[config.mk]
export PLATFORM = sky130hd
export DESIGN_NAME = mio_port
export DESIGN_NICKNAME = d
export VERILOG_FILES = /design/src/rtl/mio_pkg.sv /design/src/rtl/mio_sync.sv /design/src/rtl/mio_addr_latch.sv /design/src/rtl/mio_regs.sv /design/src/rtl/mio_pinmux.sv /design/src/rtl/mio_port.sv
export SDC_FILE = /design/constraint.sdc
export NUM_CORES = 1
export LEC_CHECK = 0
export ABC_AREA = 1
export BUFFER_PORTS_ARGS = -buffer_cell sky130_fd_sc_hd__buf_2
export CORE_AREA = 2 2 83 85
export CTS_BUF_LIST = sky130_fd_sc_hd__clkbuf_4
export CTS_CLUSTER_DIAMETER = 200
export DETAILED_ROUTE_END_ITERATION = 6
export DIE_AREA = 0 0 85 87
export PLACE_DENSITY = 0.91
export RECOVER_POWER = 100
export SLEW_MARGIN = 20
export SYNTH_ARGS = -nofsm -noshare
export SYNTH_HDL_FRONTEND = slang
export SYNTH_SLANG_ARGS = --single-unit
[constraint.sdc]
create_clock -name clk -period 2.6 [get_ports clk]
set_input_delay 0.39 -clock clk [delete_from_list [all_inputs] [get_ports clk]]
set_output_delay 0.39 -clock clk [all_outputs]
set_load 0.03 [all_outputs]
[src/rtl/mio_pkg.sv]
`timescale 1ns/1ps
package mio_pkg;
    typedef enum logic [1:0] {
        SRC_DOUT  = 2'b00,
        SRC_ADDR  = 2'b01,
        SRC_MCELL = 2'b10,
        SRC_XCS   = 2'b11
    } src_e;

    localparam int OFF_PIN  = 0;
    localparam int OFF_CTRL = 1;
    localparam int OFF_DOUT = 2;
    localparam int OFF_DIR  = 3;
    localparam int OFF_MC   = 4;
endpackage

[src/rtl/mio_sync.sv]
`timescale 1ns/1ps
module mio_sync #(
    parameter int W      = 8,
    parameter int STAGES = 2
) (
    input  logic         clk,
    input  logic         rst_n,
    input  logic [W-1:0] d,
    output logic [W-1:0] q
);
    logic [W-1:0] stg [STAGES];

    always_ff @(posedge clk or negedge rst_n) begin
        if (!rst_n) begin
            for (int k = 0; k < STAGES; k++) stg[k] <= '0;
        end else begin
            stg[0] <= d;
            for (int k = 1; k < STAGES; k++) stg[k] <= stg[k-1];
        end
    end

    assign q = stg[STAGES-1];
endmodule

[src/rtl/mio_addr_latch.sv]
`timescale 1ns/1ps
module mio_addr_latch #(
    parameter int W = 8
) (
    input  logic         clk,
    input  logic         rst_n,
    input  logic         ale,
    input  logic [W-1:0] addr_in,
    output logic [W-1:0] addr_out
);
    logic [W-1:0] held_q;

    always_ff @(posedge clk or negedge rst_n) begin
        if (!rst_n)   held_q <= '0;
        else if (ale) held_q <= addr_in;
    end

    // transparent while the strobe is high, holds afterwards
    assign addr_out = ale ? addr_in : held_q;
endmodule

[src/rtl/mio_regs.sv]
`timescale 1ns/1ps
module mio_regs import mio_pkg::*; #(
    parameter int PORT_W = 8,
    parameter int ADDR_W = 3
) (
    input  logic                  clk,
    input  logic                  rst_n,
    input  logic [ADDR_W-1:0]     bus_addr,
    input  logic                  bus_wr,
    input  logic                  bus_rd,
    input  logic [2*PORT_W-1:0]   bus_wdata,
    input  logic [PORT_W-1:0]     pin_sync,
    input  logic [PORT_W-1:0]     mc_out,
    output logic [2*PORT_W-1:0]   ctrl_q,
    output logic [PORT_W-1:0]     dout_q,
    output logic [PORT_W-1:0]     dir_q,
    output logic [2*PORT_W-1:0]   bus_rdata
);
    localparam int BUS_W = 2 * PORT_W;
    localparam logic [ADDR_W-1:0] A_PIN  = ADDR_W'(OFF_PIN);
    localparam logic [ADDR_W-1:0] A_CTRL = ADDR_W'(OFF_CTRL);
    localparam logic [ADDR_W-1:0] A_DOUT = ADDR_W'(OFF_DOUT);
    localparam logic [ADDR_W-1:0] A_DIR  = ADDR_W'(OFF_DIR);
    localparam logic [ADDR_W-1:0] A_MC   = ADDR_W'(OFF_MC);

    logic [BUS_W-1:0] rd_mux;

    always_ff @(posedge clk or negedge rst_n) begin
        if (!rst_n) begin
            ctrl_q <= '0;
            dout_q <= '0;
            dir_q  <= '0;
        end else if (bus_wr) begin
            case (bus_addr)
                A_CTRL:  ctrl_q <= bus_wdata;
                A_DOUT:  dout_q <= bus_wdata[PORT_W-1:0];
                A_DIR:   dir_q  <= bus_wdata[PORT_W-1:0];
                default: ;
            endcase
        end
    end

    always_comb begin
        case (bus_addr)
            A_PIN:   rd_mux = BUS_W'(pin_sync);
            A_CTRL:  rd_mux = ctrl_q;
            A_DOUT:  rd_mux = BUS_W'(dout_q);
            A_DIR:   rd_mux = BUS_W'(dir_q);
            A_MC:    rd_mux = BUS_W'(mc_out);
            default: rd_mux = '0;
        endcase
    end

    always_ff @(posedge clk or negedge rst_n) begin
        if (!rst_n)      bus_rdata <= '0;
        else if (bus_rd) bus_rdata <= rd_mux;
    end
endmodule

[src/rtl/mio_pinmux.sv]
`timescale 1ns/1ps
module mio_pinmux import mio_pkg::*; #(
    parameter int PORT_W = 8,
    parameter int XCS_W  = 2
) (
    input  logic [2*PORT_W-1:0] ctrl,
    input  logic [PORT_W-1:0]   dout,
    input  logic [PORT_W-1:0]   dir,
    input  logic [PORT_W-1:0]   lat_addr,
    input  logic [PORT_W-1:0]   mc_out,
    input  logic [PORT_W-1:0]   mc_oe,
    input  logic [XCS_W-1:0]    ext_cs,
    output logic [PORT_W-1:0]   pin_out,
    output logic [PORT_W-1:0]   pin_oe
);
    for (genvar i = 0; i < PORT_W; i++) begin : g_pin
        src_e sel;
        logic xcs_bit;

        assign sel = src_e'(ctrl[2*i +: 2]);

        if (i < XCS_W) begin : g_xcs
            assign xcs_bit = ext_cs[i];
        end else begin : g_fallback
            assign xcs_bit = dout[i];
        end

        always_comb begin
            unique case (sel)
                SRC_DOUT:  pin_out[i] = dout[i];
                SRC_ADDR:  pin_out[i] = lat_addr[i];
                SRC_MCELL: pin_out[i] = mc_out[i];
                SRC_XCS:   pin_out[i] = xcs_bit;
            endcase
            pin_oe[i] = (sel == SRC_MCELL) ? (dir[i] & mc_oe[i]) : dir[i];
        end
    end
endmodule

[src/rtl/mio_port.sv]
`timescale 1ns/1ps
module mio_port import mio_pkg::*; #(
    parameter int PORT_W = 8,
    parameter int ADDR_W = 3,
    parameter int XCS_W  = 2,
    parameter int SYNC_N = 2
) (
    input  logic                clk,
    input  logic                rst_n,
    input  logic [ADDR_W-1:0]   bus_addr,
    input  logic                bus_wr,
    input  logic                bus_rd,
    input  logic [2*PORT_W-1:0] bus_wdata,
    output logic [2*PORT_W-1:0] bus_rdata,
    input  logic                ale,
    input  logic [PORT_W-1:0]   mux_addr,
    input  logic [PORT_W-1:0]   mc_out,
    input  logic [PORT_W-1:0]   mc_oe,
    input  logic [XCS_W-1:0]    ext_cs,
    input  logic [PORT_W-1:0]   pin_in,
    output logic [PORT_W-1:0]   pin_out,
    output logic [PORT_W-1:0]   pin_oe
);
    localparam int BUS_W = 2 * PORT_W;

    logic [BUS_W-1:0]  ctrl_q;
    logic [PORT_W-1:0] dout_q;
    logic [PORT_W-1:0] dir_q;
    logic [PORT_W-1:0] lat_addr;
    logic [PORT_W-1:0] pin_sync;

    mio_sync #(.W(PORT_W), .STAGES(SYNC_N)) u_sync (
        .clk(clk), .rst_n(rst_n), .d(pin_in), .q(pin_sync)
    );

    mio_addr_latch #(.W(PORT_W)) u_lat (
        .clk(clk), .rst_n(rst_n), .ale(ale),
        .addr_in(mux_addr), .addr_out(lat_addr)
    );

    mio_regs #(.PORT_W(PORT_W), .ADDR_W(ADDR_W)) u_regs (
        .clk(clk), .rst_n(rst_n),
        .bus_addr(bus_addr), .bus_wr(bus_wr), .bus_rd(bus_rd),
        .bus_wdata(bus_wdata), .pin_sync(pin_sync), .mc_out(mc_out),
        .ctrl_q(ctrl_q), .dout_q(dout_q), .dir_q(dir_q),
        .bus_rdata(bus_rdata)
    );

    mio_pinmux #(.PORT_W(PORT_W), .XCS_W(XCS_W)) u_mux (
        .ctrl(ctrl_q), .dout(dout_q), .dir(dir_q), .lat_addr(lat_addr),
        .mc_out(mc_out), .mc_oe(mc_oe), .ext_cs(ext_cs),
        .pin_out(pin_out), .pin_oe(pin_oe)
    );
endmodule

==> flow_summary.toml <==
[worst_setup_path]
crit_slowest_cell = "dfrtp_1"
worstSetupStartpointType = "flip-flop"
arrival_ns = 1.74
r2r-start = "u_regs.ctrl_q[0]$_DFFE_PN0P_"
reg2reg_depth = 4
endpoint_kind = "primary output"
crit_chain = "inv_1, ha_1, a21oi_1, a21oi_1, clkbuf_1"
path_class = "flip-flop to primary output"
timing.reg2reg.setup_slack_ns = 1.58
cp_top_family = "flip-flops"
cp_common_cell = "a21oi_1"
worst-path-buf-inv = 2
crit_cells = 5
worstPathRequired_ns = 2.21
critPathCapture = "pin_out[3]"
cp-startpoint = "u_regs.ctrl_q[6]$_DFFE_PN0P_"
max_stage_delay_ns = 0.42
cp_max_fo = 4
r2r-end = "u_regs.bus_rdata[0]$_DFFE_PN0P_"

[cells_and_area]
diodes = 0
final_cells = 558
layout_commonest_cell = "nand2_1"
area_growth_syn_to_layout_pct = 15.9
utilization_pct = 59.3
drive_gt1_share_pct = 14.9
final_cell_mix = "nand2_1 (88), dfrtp_1 (72), buf_2 (54)"
nNetsFinal = 543

[floorplanning]
die_h_um = 87
die-area_um2 = 7400
core-area_um2 = 6570
start_util_pct = 51.1
fp.dieW_um = 85
rows = 30
io_pins = 90

[sta]
fin_setup_tns_ns = 0
tightest_slew_ns = 1.86
setup_viol = 0
max-slew-margin-rel_pct = -24.2
clock-skew-final_ns = 0.00560
fin_crit_sh_pct = 81.9
hold_viol = 0
post-route-min-period_ns = 2.13
drv_slew = 34
fmax_mhz = 469
rsz0062_at_grt = "false"

[clock_network]
cts_max_level = 3
clock_path_buffers = 2
cts-root-buf = "clkbuf_4"
cts_hold_buf = 0
ctsResizeCount = 0
clk_latency_ns = 0.41
cts_tree = "built"
clk_pin_slew_ns = 0.11
cts_made_buffers = 9
postCtsSetupRepairBufs = 0
cts_sinks = 72

[global_routing]
grt_pass1_vias = 2846
grt-ovfl-total = 0
grtUsageTotal_pct = 22.8
antenna_found_initial = 0
grt_pass1_wl_mm = 12.9
grt_max_degree = 40

[yosys]
synth_nets = 457
synth_top_area_share_pct = 53.6
syn-cell-area_um2 = 3360
synth_area_leaders = "dfrtp_1 (54%), nand2_1 (9.8%), nand3_1 (6.0%)"
synthDistinctLibCells = 23
synthCells = 387
avgSynthCellArea_um2 = 8.68
synth_area_leader_cell = "dfrtp_1"
ys_seq_area_share_pct = 53.6
ys_warn_count = 0
ys_ff_latch = 72

[pwr]
power_density_nw_per_um2 = 679
p_leak_nw = 2.02
vdd_drop_max_v = 0.000424
total_power_mw = 2.64

[placement]
gp_congestion = 0.846
dp_cells = 542
dp_hpwl_mm = 6.02
io_buffers = 89

[worst_hold_path]
whs_path_depth = 1
hold_class = "primary input to flip-flop"

[route]
drtIter0Drc = 211
ant_nets = 0
remaining_drc_errors = 0
vias = 2948
drt-pass1-iter-count = 5
wirelength_mm = 7.96
wire_per_inst_um = 14.3
via_per_inst = 5.28

[run_status]
violations = "max-capacitance violations, max-slew violations"
status = "finished, violations left"

[run]
maxCapViolations = 1
==> cell families after synthesis <==
family	synth area share, %
AO/OA/AOI/OAI	12.1
adder cells (fa/ha/maj)	4.47
buffers and inverters	7.90
flip-flops	53.6
AND/OR/NAND/NOR	21.9
==> how the worst min path moves through the flow <==
stage                                  endpoint  slack, ns                startpoint
5_1_grt                 u_sync.stg[9]$_DFF_PN0_       0.03                 pin_in[1]
4_1_cts        u_regs.bus_rdata[10]$_DFFE_PN0P_       0.06                     rst_n
3_3_place_gp              u_sync.q[5]$_DFF_PN0_       0.33  u_sync.stg[13]$_DFF_PN0_
6_report                u_sync.stg[9]$_DFF_PN0_       0.07                 pin_in[1]
3_5_place_dp              u_sync.q[1]$_DFF_PN0_       0.33   u_sync.stg[9]$_DFF_PN0_
2_1_floorplan         u_lat.held_q[0]$_DFF_PN0_       0.09                     rst_n
==> final cells by class <==
cell class | instances | area [um2]
multi-input combinational | 250 | 1270
timing repair buffer | 90 | 422
sequential | 72 | 1800
clock inverter | 7 | 38.8
fill | 596 | 2680
clock buffer | 9 | 67.6
inverter | 50 | 188
tap | 80 | 100
==> routing by layer <==
layer / part of all wire (%) / GRT usage [%] / routed length (um)
met2: 50 / 38.6 / 4020
met3: 8.4 / 6.35 / 670
met5: 0 / 0 / 0
met4: 3.0 / 9.96 / 242
met1: 38 / 27.3 / 3030
==> state kept, by name, indices dropped and copies added, names as in the netlist <==
name / count
u_lat.held_q: 8
u_sync.stg: 8
u_regs.bus_rdata: 16
u_regs.dir_q: 8
u_regs.ctrl_q: 16
u_regs.dout_q: 8
u_sync.q: 8
==> cell usage after synthesis <==
| cell type | count |
|---|---|
| buf_2 | 7 |
| o31a_1 | 2 |
| clkbuf_1 | 3 |
| nand3_2 | 2 |
| o21ai_1 | 9 |
| nor2_8 | 1 |
| nor2_1 | 26 |
| nand3_1 | 40 |
| nor2_4 | 1 |
| nand4_1 | 6 |
| inv_1 | 48 |
| buf_1 | 1 |
| a21boi_0 | 6 |
| buf_4 | 3 |
| nand2_1 | 88 |
| o31ai_1 | 8 |
| a21oi_1 | 20 |
| inv_2 | 2 |
| nand3_4 | 1 |
| ha_1 | 12 |
| o21ai_0 | 28 |
| dfrtp_1 | 72 |
| clkbuf_2 | 1 |
==> stage by stage <==
stage	setup WS [ns]	hold slack [ns]	cell area [um2]
2_1_floorplan	0.883	0.0944	3360
3_3_place_gp	0.819	0.332	3850
3_5_place_dp	0.746	0.335	3850
4_1_cts	0.584	0.0561	3950
5_1_grt	0.348	0.0303	3890
6_report	0.469	0.0740	3890
==> power breakdown <==
part           internal [mW]  switching [mW]
logic                  0.216           0.489
registers               1.26           0.114
clock network          0.184           0.380
(Power assumes the default switching activity.)
